--- config.mk ---
export PLATFORM = sky130hd
export DESIGN_NAME = byte_fifo
export DESIGN_NICKNAME = d
export VERILOG_FILES = /design/src/rtl/fifo_pkg.sv /design/src/rtl/fifo_ctrl.sv /design/src/rtl/fifo_store.sv /design/src/rtl/fifo_rd_stage.sv /design/src/rtl/byte_fifo.sv
export SDC_FILE = /design/constraint.sdc
export NUM_CORES = 1
export LEC_CHECK = 0
export ABC_AREA = 1
export BUFFER_PORTS_ARGS = -buffer_cell sky130_fd_sc_hd__buf_2
export CORE_MARGIN = 5
export CORE_UTILIZATION = 35
export CTS_CLUSTER_SIZE = 14
export DETAILED_ROUTE_END_ITERATION = 10
export GPL_TIMING_DRIVEN = 0
export SYNTH_ARGS = -nofsm -noshare
export SYNTH_HDL_FRONTEND = slang
export SYNTH_SLANG_ARGS = --single-unit
--- constraint.sdc ---
create_clock -name clk -period 3.3 [get_ports clk]
set_clock_uncertainty 0.05 [all_clocks]
set_input_delay 0.33 -clock clk [delete_from_list [all_inputs] [get_ports clk]]
set_output_delay 0.33 -clock clk [all_outputs]
set_load 0.02 [all_outputs]
--- src/rtl/fifo_pkg.sv ---
package fifo_pkg;
  typedef enum logic {
    RD_REGISTERED = 1'b0,
    RD_SHOW_AHEAD = 1'b1
  } rd_mode_e;

  localparam int unsigned FIFO_DW    = 8;
  localparam int unsigned FIFO_DEPTH = 64;
endpackage

--- src/rtl/fifo_ctrl.sv ---
module fifo_ctrl #(
  parameter int unsigned DEPTH = fifo_pkg::FIFO_DEPTH,
  localparam int unsigned AW   = $clog2(DEPTH)
) (
  input  logic          clk,
  input  logic          rst,
  input  logic          wr_req,
  input  logic          rd_req,
  output logic          wr_en,
  output logic          rd_en,
  output logic [AW-1:0] wr_addr,
  output logic [AW-1:0] rd_addr,
  output logic          empty,
  output logic          full,
  output logic [AW:0]   count
);
  localparam logic [AW:0] LAST = AW'(DEPTH - 1);

  // requests are qualified by the registered flags
  assign wr_en = wr_req && !full;
  assign rd_en = rd_req && !empty;

  always_ff @(posedge clk) begin
    if (rst) begin
      wr_addr <= '0;
      rd_addr <= '0;
      count   <= '0;
      empty   <= 1'b1;
      full    <= 1'b0;
    end else begin
      if (wr_en) wr_addr <= wr_addr + 1'b1;
      if (rd_en) rd_addr <= rd_addr + 1'b1;
      unique case ({wr_en, rd_en})
        2'b10: begin
          count <= count + 1'b1;
          empty <= 1'b0;
          full  <= (count == LAST);
        end
        2'b01: begin
          count <= count - 1'b1;
          full  <= 1'b0;
          empty <= (count == 1);
        end
        default: ;
      endcase
    end
  end
endmodule

--- src/rtl/fifo_store.sv ---
module fifo_store #(
  parameter int unsigned DW    = fifo_pkg::FIFO_DW,
  parameter int unsigned DEPTH = fifo_pkg::FIFO_DEPTH,
  localparam int unsigned AW   = $clog2(DEPTH)
) (
  input  logic          clk,
  input  logic          wr_en,
  input  logic [AW-1:0] wr_addr,
  input  logic [DW-1:0] wr_data,
  input  logic [AW-1:0] rd_addr,
  output logic [DW-1:0] rd_word
);
  logic [DW-1:0] mem [DEPTH];

  // no reset on the array so it maps onto RAM resources
  always_ff @(posedge clk) begin
    if (wr_en) mem[wr_addr] <= wr_data;
  end

  assign rd_word = mem[rd_addr];
endmodule

--- src/rtl/fifo_rd_stage.sv ---
module fifo_rd_stage #(
  parameter int unsigned DW            = fifo_pkg::FIFO_DW,
  parameter fifo_pkg::rd_mode_e RD_MODE = fifo_pkg::RD_REGISTERED
) (
  input  logic          clk,
  input  logic          rst,
  input  logic          rd_en,
  input  logic          empty,
  input  logic [DW-1:0] head,
  output logic [DW-1:0] rd_data
);
  generate
    if (RD_MODE == fifo_pkg::RD_REGISTERED) begin : g_reg
      logic [DW-1:0] q;
      logic          unused_reg_inputs;
      assign unused_reg_inputs = empty;
      always_ff @(posedge clk) begin
        if (rst)        q <= '0;
        else if (rd_en) q <= head;
      end
      assign rd_data = q;
    end else begin : g_ahead
      logic unused_ahead_inputs;
      assign unused_ahead_inputs = ^{clk, rst, rd_en};
      assign rd_data = empty ? '0 : head;
    end
  endgenerate
endmodule

--- src/rtl/byte_fifo.sv ---
module byte_fifo #(
  parameter int unsigned DW             = fifo_pkg::FIFO_DW,
  parameter int unsigned DEPTH          = fifo_pkg::FIFO_DEPTH,
  parameter fifo_pkg::rd_mode_e RD_MODE = fifo_pkg::RD_REGISTERED,
  localparam int unsigned AW            = $clog2(DEPTH)
) (
  input  logic          clk,
  input  logic          rst,
  input  logic          wr_req,
  input  logic [DW-1:0] wr_data,
  input  logic          rd_req,
  output logic [DW-1:0] rd_data,
  output logic          empty,
  output logic          full,
  output logic [AW-1:0] used
);
  logic          wr_en, rd_en;
  logic [AW-1:0] wr_addr, rd_addr;
  logic [AW:0]   count;
  logic [DW-1:0] head;

  fifo_ctrl #(.DEPTH(DEPTH)) u_ctrl (
    .clk(clk), .rst(rst), .wr_req(wr_req), .rd_req(rd_req),
    .wr_en(wr_en), .rd_en(rd_en), .wr_addr(wr_addr), .rd_addr(rd_addr),
    .empty(empty), .full(full), .count(count)
  );

  fifo_store #(.DW(DW), .DEPTH(DEPTH)) u_store (
    .clk(clk), .wr_en(wr_en), .wr_addr(wr_addr), .wr_data(wr_data),
    .rd_addr(rd_addr), .rd_word(head)
  );

  fifo_rd_stage #(.DW(DW), .RD_MODE(RD_MODE)) u_rd (
    .clk(clk), .rst(rst), .rd_en(rd_en), .empty(empty),
    .head(head), .rd_data(rd_data)
  );

  // the count wraps to zero at full; the full flag tells the two apart
  assign used = count[AW-1:0];
endmodule

==> impl_results.md <==
- Clock Path Buffers: 3
- First-pass GRT wire length: 99900 um
- Nets: 2269
- CP most frequent cell: nor2_1
- Routability cong.: 0.946
- Worst slew pin tran: 1.40 ns
- Post-synthesis simple-gate area fraction: 0.217
- Ys Warns: 0
- Ant diodes: 0
- Initial drt markers: 1918
- Via count: 16100
- Vias in the first global route: 15500
- Share of post-route cells with drive strength above 1: 0.0874
- Setup TNS: -0.0607 ns
- Post-synthesis area per instance: 10.5 sq um
- Leakage: 9.84 nW
- H-tree depth: 2
- Dpl ws: -0.118 ns
- Antenna viol nets, final: 0
- Die ar.: 70400 sq um
- Yosys cell types: 28
- Average vias per placed instance: 5.10
- RSZ-0062 raised after global routing: yes
- Max-cap viol count: 0
- Mapped Nets: 2182
- Peak supply drop: 0.427 mV
- Total CTS buffers: 56
- Critical path cell sequence: nor2_2, inv_1, nor2_1, nand3_1, nor2_1
- Worst r2r src: u_ctrl.full$_SDFFE_PP0P_
- I/O Pins: 28
- Fraction of synthesized area in multiplexers: 0
- Fraction of registers with async set/reset: 0
- Initial DRT Pass Iterations: 7
- Worst hold start: wr_req
- Arr. time, crit path: 3.51 ns
- Final Hold Fails: 0
- CP endpoint kind: flop
- Hold endpoint: u_ctrl.wr_addr[0]$_SDFFE_PP0P_
- FF+latch count, synth: 541
- Clock slew at reported path FFs: 0.06 ns
- Post-route setup slack: -0.0155 ns
- Worst Path Max Fanout: 10
- Congestion Overflow GR: 0
- Reg2reg end: u_store.mem[26][6]$_DFFE_PP_
- Compound-cell area share of the yosys netlist: 0.0262
- PwrDens: 572 nW/um^2
- Final period util: 1.00
- Die Width: 265 um
- Total GRT Usage: 0.189
- CP max-delay cell: nor2_1
- Setup violations, final: 6
- Total Wirelength: 68000 um
- Post-synthesis xor/xnor area fraction: 0.000768
- Die height: 265 um
- Initial Util: 0.354
- Slew Viols, Final: 0
- Worst Reg-to-Reg Cells: 5
- CP max stage delay: 0.91 ns
- FF-to-FF setup slack: -0.02 ns
- Hold path cells: 5
- CTS root buffer: clkbuf_16
- Max Clk Rate: 302 MHz
- Main combinational cell family by area after synthesis: simple AND/OR/NAND/NOR gates
- Mapped Area: 22800 sq um
- Crit path time final: 3.32 ns
- Hold Crit Class: input port to flop
- Avg WL per Cell: 21.6 um
- Mapped Cells: 2164
- Normalized max-slew margin: 0.0684
- Post-synth EDFFs: 512
- Req. time, crit path: 3.50 ns
- Largest net degree at the start of global routing: 65
- Status: finished with violations
- Hpwl dp: 45200 um
- IO buf count: 26
- P&R area growth vs syn: 13.3%
- Core region area: 64500 sq um
- # rows: 93
- Failing checks: setup timing
- CTS tree: built
- Critical path launch point type: flop
- Initial antenna violation count: 0
- Top_reg_cell synth: edfxtp_1
- Clk sink count: 541
- Clock latency on the worst-skew pair: 0.64 ns
- Crit Path Category: flop to flop
- Drt drc: 0
- CTS Hold Bufs: 0
- Final core occ: 0.401
- Synth Area in Adders: 0.00329
- Post-synthesis sequential area ratio: 0.699
## worst max path at each step
stage                               from                            to  slack, ns  cells past startpoint
2_1_floorplan  u_ctrl.empty$_SDFFE_PP1P_  u_ctrl.count[5]$_SDFFE_PP0P_       0.82                     12
3_3_place_gp                      wr_req  u_store.mem[34][7]$_DFFE_PP_      -0.08                      7
3_5_place_dp                      wr_req  u_store.mem[34][4]$_DFFE_PP_      -0.12                      7
4_1_cts        u_ctrl.empty$_SDFFE_PP1P_  u_ctrl.count[5]$_SDFFE_PP0P_       0.04                     12
5_1_grt         u_ctrl.full$_SDFFE_PP0P_  u_store.mem[26][6]$_DFFE_PP_       -0.1                      5
6_report        u_ctrl.full$_SDFFE_PP0P_  u_store.mem[26][6]$_DFFE_PP_      -0.02                      5
## stage by stage
step / instance area [sq um] / total power [W] / cells / hold WS (ns)
global placement: 24000 / 0.00876 / 3045 / 0.450
floorplan: 22800 / 0.00828 / 2164 / 0.379
CTS: 25800 / 0.0148 / 3151 / 0.142
finish: 25800 / 0.0148 / 3154 / 0.176
global route: 25800 / 0.0152 / 3154 / 0.179
detailed placement: 24000 / 0.00877 / 3045 / 0.460
## cells in the final DEF, fill, tap and decap left out, drive strengths merged
cell type,instances
a211oi,1
a21oi,48
a31oi,2
buf,116
bufinv,2
clkbuf,110
clkinv,26
clkinvlp,1
dfxtp,29
edfxtp,512
ha,6
inv,166
nand2,650
nand3,288
nand4,3
nor2,255
nor3,11
nor3b,1
nor4,2
o21a,1
o21ai,66
or2,1
xor2,2
## power by group
part	internal [W]	switching [W]	leakage, nW
logic	0.000258	0.000820	4.13
registers	0.00754	0.0000264	4.84
clock network	0.00345	0.00269	0.876
total	0.0112	0.00354	9.84
## cell usage after synthesis (11+ instances only)
library cell  count  area (sq um)
a21oi_1          48           240
buf_2            62           310
buf_4            16           120
clkbuf_1         31           116
dfxtp_1          29           581
edfxtp_1        512         15400
inv_1           161           604
nand2_1         650          2440
nand3_1         288          1440
nor2_1          254           953
nor3_1           11          55.1
o21ai_0          65           325
## cell type report
class | instances | area, sq um
buffer | 119 | 586
clock buffer | 78 | 1550
clock inverter | 28 | 209
fill | 6227 | 38600
inverter | 167 | 631
multi-input combinational | 1337 | 5660
sequential | 541 | 16000
tap | 855 | 1070
timing repair buffer | 29 | 175
## routing by layer
metal	global-route usage	vias to the layer above	part of all wire
li1	-	7432	-
met4	0.0649	0	0.035
met3	0.0403	151	0.091
met2	0.306	758	0.46
met5	0	-	0
met1	0.255	7759	0.41
## state kept, by name (all words and copies together), names as in the netlist
signal	cells
u_store.mem	512
u_rd.rd_data	8
u_ctrl.count	7
u_ctrl.rd_addr	6
u_ctrl.wr_addr	6
u_ctrl.empty	1
u_ctrl.full	1
## cells by family after synthesis
group                    count (synthesis)
AO/OA/AOI/OAI                          118
XOR/XNOR                                 2
adder cells (fa/ha/maj)                  6
buffers and inverters                  286
flip-flops                             541
AND/OR/NAND/NOR                       1211
## critical path: cells and delay by family, from the launching register on
family	cells	cell delay (ns)
simple gates	4	2.34
buf+inv	1	0.20
flops	1	0.34
## repair_timing
action	4_1_cts	5_1_grt
setup endpoints to repair	1	61
gates resized for setup	1	2
buffers inserted	0	1
No activity file was read; power rests on OpenSTA's default activity.
